**src/rtl/clkModePkg.sv**
```systemverilog
`timescale 1ns/1ps
package clkModePkg;
  typedef enum logic [2:0] {
    MODE_INT_FLL = 3'd0,
    MODE_EXT_BYP = 3'd1,
    MODE_EXT_LP  = 3'd2,
    MODE_PLL_BYP = 3'd3,
    MODE_PLL_ON  = 3'd4
  } clkMode_t;

  typedef struct packed {
    logic wrC1;
    logic wrC2;
    logic wrC3;
  } regStrobe_t;

  localparam logic [1:0] ADDR_C1 = 2'd0;
  localparam logic [1:0] ADDR_C2 = 2'd1;
  localparam logic [1:0] ADDR_C3 = 2'd2;
  localparam logic [1:0] ADDR_ST = 2'd3;
  localparam logic [1:0] SEL_LOOP = 2'b00;
  localparam logic [1:0] SEL_EXT  = 2'b10;

  // legal single steps along the mode path, both directions
  function automatic logic modesAdjacent(clkMode_t a, clkMode_t b);
    logic r;
    r = (a == b);
    r |= (a == MODE_INT_FLL && b == MODE_EXT_BYP) || (a == MODE_EXT_BYP && b == MODE_INT_FLL);
    r |= (a == MODE_EXT_BYP && b == MODE_EXT_LP)  || (a == MODE_EXT_LP  && b == MODE_EXT_BYP);
    r |= (a == MODE_EXT_BYP && b == MODE_PLL_BYP) || (a == MODE_PLL_BYP && b == MODE_EXT_BYP);
    r |= (a == MODE_EXT_LP  && b == MODE_PLL_BYP) || (a == MODE_PLL_BYP && b == MODE_EXT_LP);
    r |= (a == MODE_PLL_BYP && b == MODE_PLL_ON)  || (a == MODE_PLL_ON  && b == MODE_PLL_BYP);
    return r;
  endfunction
endpackage

```
**src/rtl/clkModeCtl.sv**
```systemverilog
`timescale 1ns/1ps
module clkModeCtl
  import clkModePkg::*;
(
  input  logic       clk,
  input  logic       rstN,
  input  logic       wrEn,
  input  logic [1:0] addr,
  input  logic [1:0] wrSel,
  input  logic       wrIref,
  input  logic       wrLp,
  input  logic       wrPll,
  input  logic       extRefReady,
  input  logic       lockFlag,
  input  logic [1:0] liveSel,
  input  logic       liveIref,
  input  logic       liveLp,
  input  logic       livePll,
  output clkMode_t   mode,
  output regStrobe_t strobe
);
  logic [1:0] candSel;
  logic candIref, candLp, candPll, candValid, accept;
  clkMode_t candMode;

  always_comb begin
    candSel  = liveSel;
    candIref = liveIref;
    candLp   = liveLp;
    candPll  = livePll;
    case (addr)
      ADDR_C1: begin candSel = wrSel; candIref = wrIref; end
      ADDR_C2: candLp = wrLp;
      ADDR_C3: candPll = wrPll;
      default: ;
    endcase
    candValid = 1'b1;
    candMode  = mode;
    if (candSel == SEL_LOOP && candIref && !candPll && !candLp)       candMode = MODE_INT_FLL;
    else if (candSel == SEL_EXT && !candIref && candLp)               candMode = MODE_EXT_LP;
    else if (candSel == SEL_EXT && !candIref && !candPll)             candMode = MODE_EXT_BYP;
    else if (candSel == SEL_EXT && !candIref && candPll)              candMode = MODE_PLL_BYP;
    else if (candSel == SEL_LOOP && !candIref && candPll && !candLp)  candMode = MODE_PLL_ON;
    else candValid = 1'b0;

    accept = wrEn && (addr != ADDR_ST) && candValid && modesAdjacent(mode, candMode)
          && (candMode != MODE_PLL_ON || mode == MODE_PLL_ON || lockFlag)
          && (mode != MODE_INT_FLL || candMode == MODE_INT_FLL || extRefReady);

    strobe.wrC1 = accept && (addr == ADDR_C1);
    strobe.wrC2 = accept && (addr == ADDR_C2);
    strobe.wrC3 = accept && (addr == ADDR_C3);
  end

  always_ff @(posedge clk or negedge rstN) begin
    if (!rstN)       mode <= MODE_INT_FLL;
    else if (accept) mode <= candMode;
  end
endmodule

```
**src/rtl/clkModeDp.sv**
```systemverilog
`timescale 1ns/1ps
module clkModeDp
  import clkModePkg::*;
#(
  parameter int SYNC_DLY    = 3,
  parameter int LOCK_CYCLES = 16
)(
  input  logic       clk,
  input  logic       rstN,
  input  regStrobe_t strobe,
  input  logic [7:0] wrData,
  input  logic [1:0] addr,
  input  clkMode_t   mode,
  output logic [1:0] liveSel,
  output logic       liveIref,
  output logic       liveLp,
  output logic       livePll,
  output logic       lockFlag,
  output logic [2:0] effDiv,
  output logic [3:0] effVco,
  output logic       effPll,
  output logic [7:0] rdData
);
  localparam int CNT_W = $clog2(LOCK_CYCLES + 1);
  localparam int ST_W  = 4; // {internal ref, pll selected, clock status[1:0]}

  logic [2:0] liveDiv, heldDiv;
  logic [3:0] liveVco, heldVco;
  logic heldPll;
  logic [CNT_W-1:0] lockCnt;
  logic [ST_W-1:0] stTarget, syncOut;

  // control registers
  always_ff @(posedge clk or negedge rstN) begin
    if (!rstN) begin
      liveSel <= SEL_LOOP; liveDiv <= '0; liveIref <= 1'b1;
      liveLp  <= 1'b0;     livePll <= 1'b0; liveVco <= '0;
    end else begin
      if (strobe.wrC1) {liveSel, liveDiv, liveIref} <= wrData[7:2];
      if (strobe.wrC2) liveLp <= wrData[3];
      if (strobe.wrC3) begin livePll <= wrData[6]; liveVco <= wrData[3:0]; end
    end
  end

  // staging: copies frozen while in the low-power bypass
  always_ff @(posedge clk or negedge rstN) begin
    if (!rstN) begin
      heldDiv <= '0; heldVco <= '0; heldPll <= 1'b0;
    end else if (mode != MODE_EXT_LP) begin
      heldDiv <= liveDiv; heldVco <= liveVco; heldPll <= livePll;
    end
  end

  assign effDiv = (mode == MODE_EXT_LP) ? heldDiv : liveDiv;
  assign effVco = (mode == MODE_EXT_LP) ? heldVco : liveVco;
  assign effPll = (mode == MODE_EXT_LP) ? heldPll : livePll;

  // lock model
  logic pllActive, setChg;
  assign pllActive = (mode == MODE_PLL_BYP) || (mode == MODE_PLL_ON);
  assign setChg = (strobe.wrC1 && wrData[5:3] != liveDiv) ||
                  (strobe.wrC3 && wrData[3:0] != liveVco);

  always_ff @(posedge clk or negedge rstN) begin
    if (!rstN) begin
      lockCnt <= '0; lockFlag <= 1'b0;
    end else if (!pllActive || setChg) begin
      lockCnt <= '0; lockFlag <= 1'b0;
    end else if (!lockFlag) begin
      if (lockCnt == CNT_W'(LOCK_CYCLES - 1)) lockFlag <= 1'b1;
      else                                    lockCnt  <= lockCnt + 1'b1;
    end
  end

  // status targets and synchronisation delay line
  always_comb begin
    stTarget = {mode == MODE_INT_FLL, effPll && (mode != MODE_EXT_LP), 2'b10};
    if (mode == MODE_INT_FLL)                 stTarget[1:0] = 2'b00;
    else if (mode == MODE_PLL_ON && lockFlag) stTarget[1:0] = 2'b11;
  end

  generate
    if (SYNC_DLY == 1) begin : g_sync1
      logic [ST_W-1:0] stage;
      always_ff @(posedge clk or negedge rstN)
        if (!rstN) stage <= 4'b1000;
        else       stage <= stTarget;
      assign syncOut = stage;
    end else begin : g_syncN
      logic [SYNC_DLY-1:0][ST_W-1:0] stage;
      always_ff @(posedge clk or negedge rstN)
        if (!rstN) stage <= {SYNC_DLY{4'b1000}};
        else       stage <= {stage[SYNC_DLY-2:0], stTarget};
      assign syncOut = stage[SYNC_DLY-1];
    end
  endgenerate

  always_comb begin
    case (addr)
      ADDR_C1: rdData = {liveSel, liveDiv, liveIref, 2'b00};
      ADDR_C2: rdData = {4'b0000, liveLp, 3'b000};
      ADDR_C3: rdData = {1'b0, livePll, 2'b00, liveVco};
      default: rdData = {1'b0, lockFlag, syncOut[2], syncOut[3], syncOut[1:0], 2'b00};
    endcase
  end
endmodule

```
**src/rtl/clkModeCtrl.sv**
```systemverilog
`timescale 1ns/1ps
module clkModeCtrl
  import clkModePkg::*;
#(
  parameter int SYNC_DLY     = 3,
  parameter int LOCK_CYCLES  = 16,
  parameter int BUS_DIV_LOG2 = 1
)(
  input  logic       clk,
  input  logic       rstN,
  input  logic       wrEn,
  input  logic [1:0] addr,
  input  logic [7:0] wrData,
  output logic [7:0] rdData,
  input  logic       extRefReady,
  output logic [2:0] modeOut,
  output logic [1:0] srcSel,
  output logic [2:0] refDivOut,
  output logic [3:0] vcoMulOut,
  output logic       pllSelOut,
  output logic [1:0] busDivLog2
);
  clkMode_t   mode;
  regStrobe_t strobe;
  logic [1:0] liveSel;
  logic liveIref, liveLp, livePll, lockFlag;

  clkModeCtl i_ctl (
    .clk(clk), .rstN(rstN), .wrEn(wrEn), .addr(addr),
    .wrSel(wrData[7:6]), .wrIref(wrData[2]), .wrLp(wrData[3]), .wrPll(wrData[6]),
    .extRefReady(extRefReady), .lockFlag(lockFlag),
    .liveSel(liveSel), .liveIref(liveIref), .liveLp(liveLp), .livePll(livePll),
    .mode(mode), .strobe(strobe)
  );

  clkModeDp #(.SYNC_DLY(SYNC_DLY), .LOCK_CYCLES(LOCK_CYCLES)) i_dp (
    .clk(clk), .rstN(rstN), .strobe(strobe), .wrData(wrData), .addr(addr), .mode(mode),
    .liveSel(liveSel), .liveIref(liveIref), .liveLp(liveLp), .livePll(livePll),
    .lockFlag(lockFlag), .effDiv(refDivOut), .effVco(vcoMulOut), .effPll(pllSelOut),
    .rdData(rdData)
  );

  assign modeOut    = mode;
  assign srcSel     = liveSel;
  assign busDivLog2 = 2'(BUS_DIV_LOG2);
endmodule

```
**config.mk**
```make
export PLATFORM = sky130hd
export DESIGN_NAME = clkModeCtrl
export DESIGN_NICKNAME = d
export VERILOG_FILES = /design/src/rtl/clkModePkg.sv /design/src/rtl/clkModeCtl.sv /design/src/rtl/clkModeDp.sv /design/src/rtl/clkModeCtrl.sv
export SDC_FILE = /design/constraint.sdc
export NUM_CORES = 1
export LEC_CHECK = 0
export BUFFER_PORTS_ARGS = -buffer_cell sky130_fd_sc_hd__buf_4
export CAP_MARGIN = 25
export CORE_UTILIZATION = 57
export DETAILED_ROUTE_END_ITERATION = 7
export PLACE_DENSITY = 0.85
export SLEW_MARGIN = 20
export SYNTH_ARGS = -nofsm -noshare
export SYNTH_HDL_FRONTEND = slang
export SYNTH_SLANG_ARGS = --single-unit
```
**constraint.sdc**
```tcl
create_clock -name clk -period 3.1 [get_ports clk]
set_clock_uncertainty 0.1 [all_clocks]
set_input_delay 0.62 -clock clk [delete_from_list [all_inputs] [get_ports clk]]
set_output_delay 0.62 -clock clk [all_outputs]
set_load 0.005 [all_outputs]
```
==> Implementation_results.wiki <==
{| class="wikitable"
! Metric !! Value
|-
| Area growth from synthesis to final layout || 16.78%
|-
| Vias in the first global route || 1687
|-
| Chip width || 67.01 um
|-
| Total routing resource utilization after global routing || 24.22%
|-
| Remaining DRCs || 0
|-
| Nets in the synthesized netlist || 228
|-
| EDFF count, synth || 0
|-
| Post-placement cell area || 2696 sq um
|-
| Nets || 263
|-
| Total leakage power || 1.302 nW
|-
| Top-Level Pins || 37
|-
| Fraction of post-synthesis cell area in the top cell type by area || 38.44%
|-
| Standard-cell rows || 23
|-
| Critical path required time || 3180 ps
|-
| Post-route cell area || 2813 sq um
|-
| Clock tree from TritonCTS || done
|-
| HPWL Detailed || 3693 um
|-
| Per-cell routed wire length || 16.74 um
|-
| Number of buffers between clock root and the deepest sink || 2
|-
| Floorplan core area || 4029 sq um
|-
| Worst Path Max Fanout || 8
|-
| DRC marker count from the first detailed-route iteration || 164
|-
| Overall routed net length || 4990 um
|-
| Clock slew seen by the registers of the worst setup and hold paths || 80 ps
|-
| Setup repair bufs after CTS || 0
|-
| Sequential Area || 1031 sq um
|-
| Total of flip-flops plus latches after synthesis || 41
|-
| Area leader, netlist || dfrtp_1
|-
| Hold Path Class || input port to asynchronous set/reset pin
|-
| CTS buffer count || 5
|-
| Ranking of synthesized cells by area || dfrtp_1, mux2_4, mux2_2
|-
| Vert. Die Dim || 67.01 um
|-
| Worst reg2reg setup slack || 260 ps
|-
| Count of TritonRoute iterations in the first routing pass || 4
|-
| Quantity of hold-fixing buffers added after cts || 0
|-
| Yosys warning count || 0
|-
| Most common library cells after synthesis || dfrtp_1, nand2_1, nor2_1, mux2_4, mux2_2
|-
| Fin. max-slew vios || 0
|-
| Arrival time at the worst endpoint || 2910 ps
|-
| Multi-input logic area || 1284 sq um
|-
| Port bufs || 34
|-
| Number of nets still failing antenna checks after routing || 0
|-
| Number of H-tree levels || 2
|-
| Clock sink count || 41
|-
| Endpoints failing hold || 0
|-
| Clock latency at the later pin of the worst-skew pair || 290 ps
|-
| Final core utilization || 69.81%
|-
| Synth Cell Area || 2409 sq um
|-
| Type of the worst setup path || flip-flop to flip-flop
|-
| Maximum number of pins on one net before global-route repair || 42
|-
| Number of cells traversed by the worst register-to-register path || 7
|-
| Syn_area_per_cell || 11.36 sq um
|-
| Number of placed cells counting well taps || 290
|-
| Final critical-path share of the clock period || 91.46%
|-
| Starting utilization of the core area || 59.78%
|-
| Post-CTS Resized || 0
|-
| Synth async-reset ratio || 100.0%
|-
| End of the worst register-to-register path || i_dp.liveDiv[1]
|-
| Crit path time final || 2835 ps
|-
| First-pass GRT wire length || 7900 um
|-
| Result of the run || completed
|-
| Max-capacitance violation count || 0
|-
| Number of vias per cell || 5.859
|-
| Tightest Pin Transition || 530.9 ps
|-
| FMAX || 352.7 MHz
|-
| Setup repair after global routing missed its margin || false
|-
| Max VDD drop || 0.4754 mV
|-
| Total vias in the final route || 1746
|-
| # fillers || 310
|-
| Worst slew margin relative to its limit || 64.61%
|-
| Buffer type at the clock tree root || clkbuf_8
|-
| Startpoint kind of the worst setup timing path || flip-flop
|-
| Distinct cell type count after synthesis || 60
|-
| Category of the worst setup path capture point || flip-flop
|-
| Endpoints failing setup || 0
|-
| Initial antenna violation count || 0
|-
| Mapped Cells || 212
|-
| Ant. Diodes || 0
|-
| Total global routing overflow || 0
|-
| Startpoint of the lowest-slack register-to-register path || i_dp.liveIref
|-
| Number of standard cells in the final layout excluding fillers || 298
|-
| Routability congestion estimate from global placement || 0.9311
|-
| Fraction of final layout cells sized beyond drive strength 1 || 35.48%
|-
| Sequential area share after synthesis || 42.81%
|-
| Area of the die || 4490 sq um
|-
| Most frequent cell after synthesis || dfrtp_1
|-
| Power density normalized to cell area || 866.0 nW/um^2
|-
| Main synth FF type || dfrtp_1
|}
==> cells in the final DEF, fill, tap and decap left out, types with 3 or more instances in the layout <==
cell type	count
dfstp_2	4
mux2_4	11
and2_1	6
nand2b_1	5
xnor2_1	3
nor4_1	5
a22o_1	4
nor3b_1	4
dfrtp_1	37
a211oi_1	3
or3_1	3
nand3_1	3
nor2b_1	6
buf_4	41
nor2_1	12
mux2_2	10
xor2_1	8
clkbuf_8	6
a21oi_1	6
and3_1	3
nand2_1	14
a211o_1	3
==> logic make-up (layout without fill, tap and decap cells) <==
family                     after synthesis  count (layout)  share of synthesized area (%)
and+or+nand+nor                         75              75                          18.13
DFF                                     41              41                          42.81
AOI/OAI and AO/OA                       39              39                          15.58
muxes                                   26              26                          14.23
buffers and inverters                   16              52                          3.896
xor gates and xnor gates                11              11                          4.000
adders and majority gates                2               2                          1.039
other                                    2               2                         0.3118
==> cell type report <==
type                    count  area share, %
clock inverters             1          1.068
flip-flops and latches     41          36.65
inverters                   3         0.4004
clock buffers               7          3.069
multi-input cells         155          45.64
repair buffers             41          10.94
well taps                  50          2.224
==> through the flow <==
step	setup TNS (ps)	hold slack, ps	total power [W]	setup slack (ps)
floorplan	0	224.4	0.001616	119.7
global placement	0	231.8	0.001973	36.01
CTS	0	204.8	0.002449	266.9
finish	0	198.6	0.002436	264.6
global route	0	230.9	0.002595	174.0
detailed placement	-103.2	234.7	0.002007	-23.76
==> routing by layer <==
metal  up-vias  part of all wire (%)  wire, um  global-route usage (%)
met5         -                     0         0                       0
met4         0                   1.2        60                   9.043
met3         7                   5.3       264                   4.795
met2        55                    49      2460                   40.13
met1       844                    44      2205                   30.80
li1        840                     -         -                       -
==> flip-flops by register name (all words and copies together), names as in the netlist <==
register            cells
i_dp.liveSel            2
i_dp.liveLp             1
i_dp.lockFlag           1
i_ctl.mode              3
i_dp.heldDiv            3
i_dp.liveVco            4
i_dp.liveIref           1
i_dp.lockCnt            5
i_dp.heldPll            1
i_dp.heldVco            4
i_dp.syncOut            4
i_dp.liveDiv            3
i_dp.g_syncN.stage      8
i_dp.livePll            1
==> critical path, cell delays in order (launching register included) <==
cell and delay, ps:
dfstp_2 620, and3b_1 200, a211oi_2 250, a2111o_2 170, a21oi_1 60, or3_1 460
o311ai_4 520, mux2_4 340
==> power by group <==
group          total, W  internal [W]  leakage (nW)  switching, W
clock          0.000435      0.000262        0.0585      0.000172
sequential     0.000930      0.000744         0.523      0.000185
combinational   0.00107      0.000570         0.720      0.000502
total           0.00244       0.00158          1.30      0.000859
==> worst max path at each step <==
stage	from	to	slack (ps)	cells after the start
final	i_dp.liveIref	i_dp.liveDiv[1]	260	7
after global routing	i_dp.liveIref	i_dp.liveVco[0]	170	7
after CTS	i_dp.liveIref	i_dp.liveDiv[1]	270	7
after detailed placement	addr[1]	i_dp.liveDiv[1]	-20	8
after global placement	addr[1]	i_dp.liveSel[1]	40	8
after floorplan	addr[1]	i_dp.liveDiv[0]	120	9
Power figures use the tool's default switching activity.
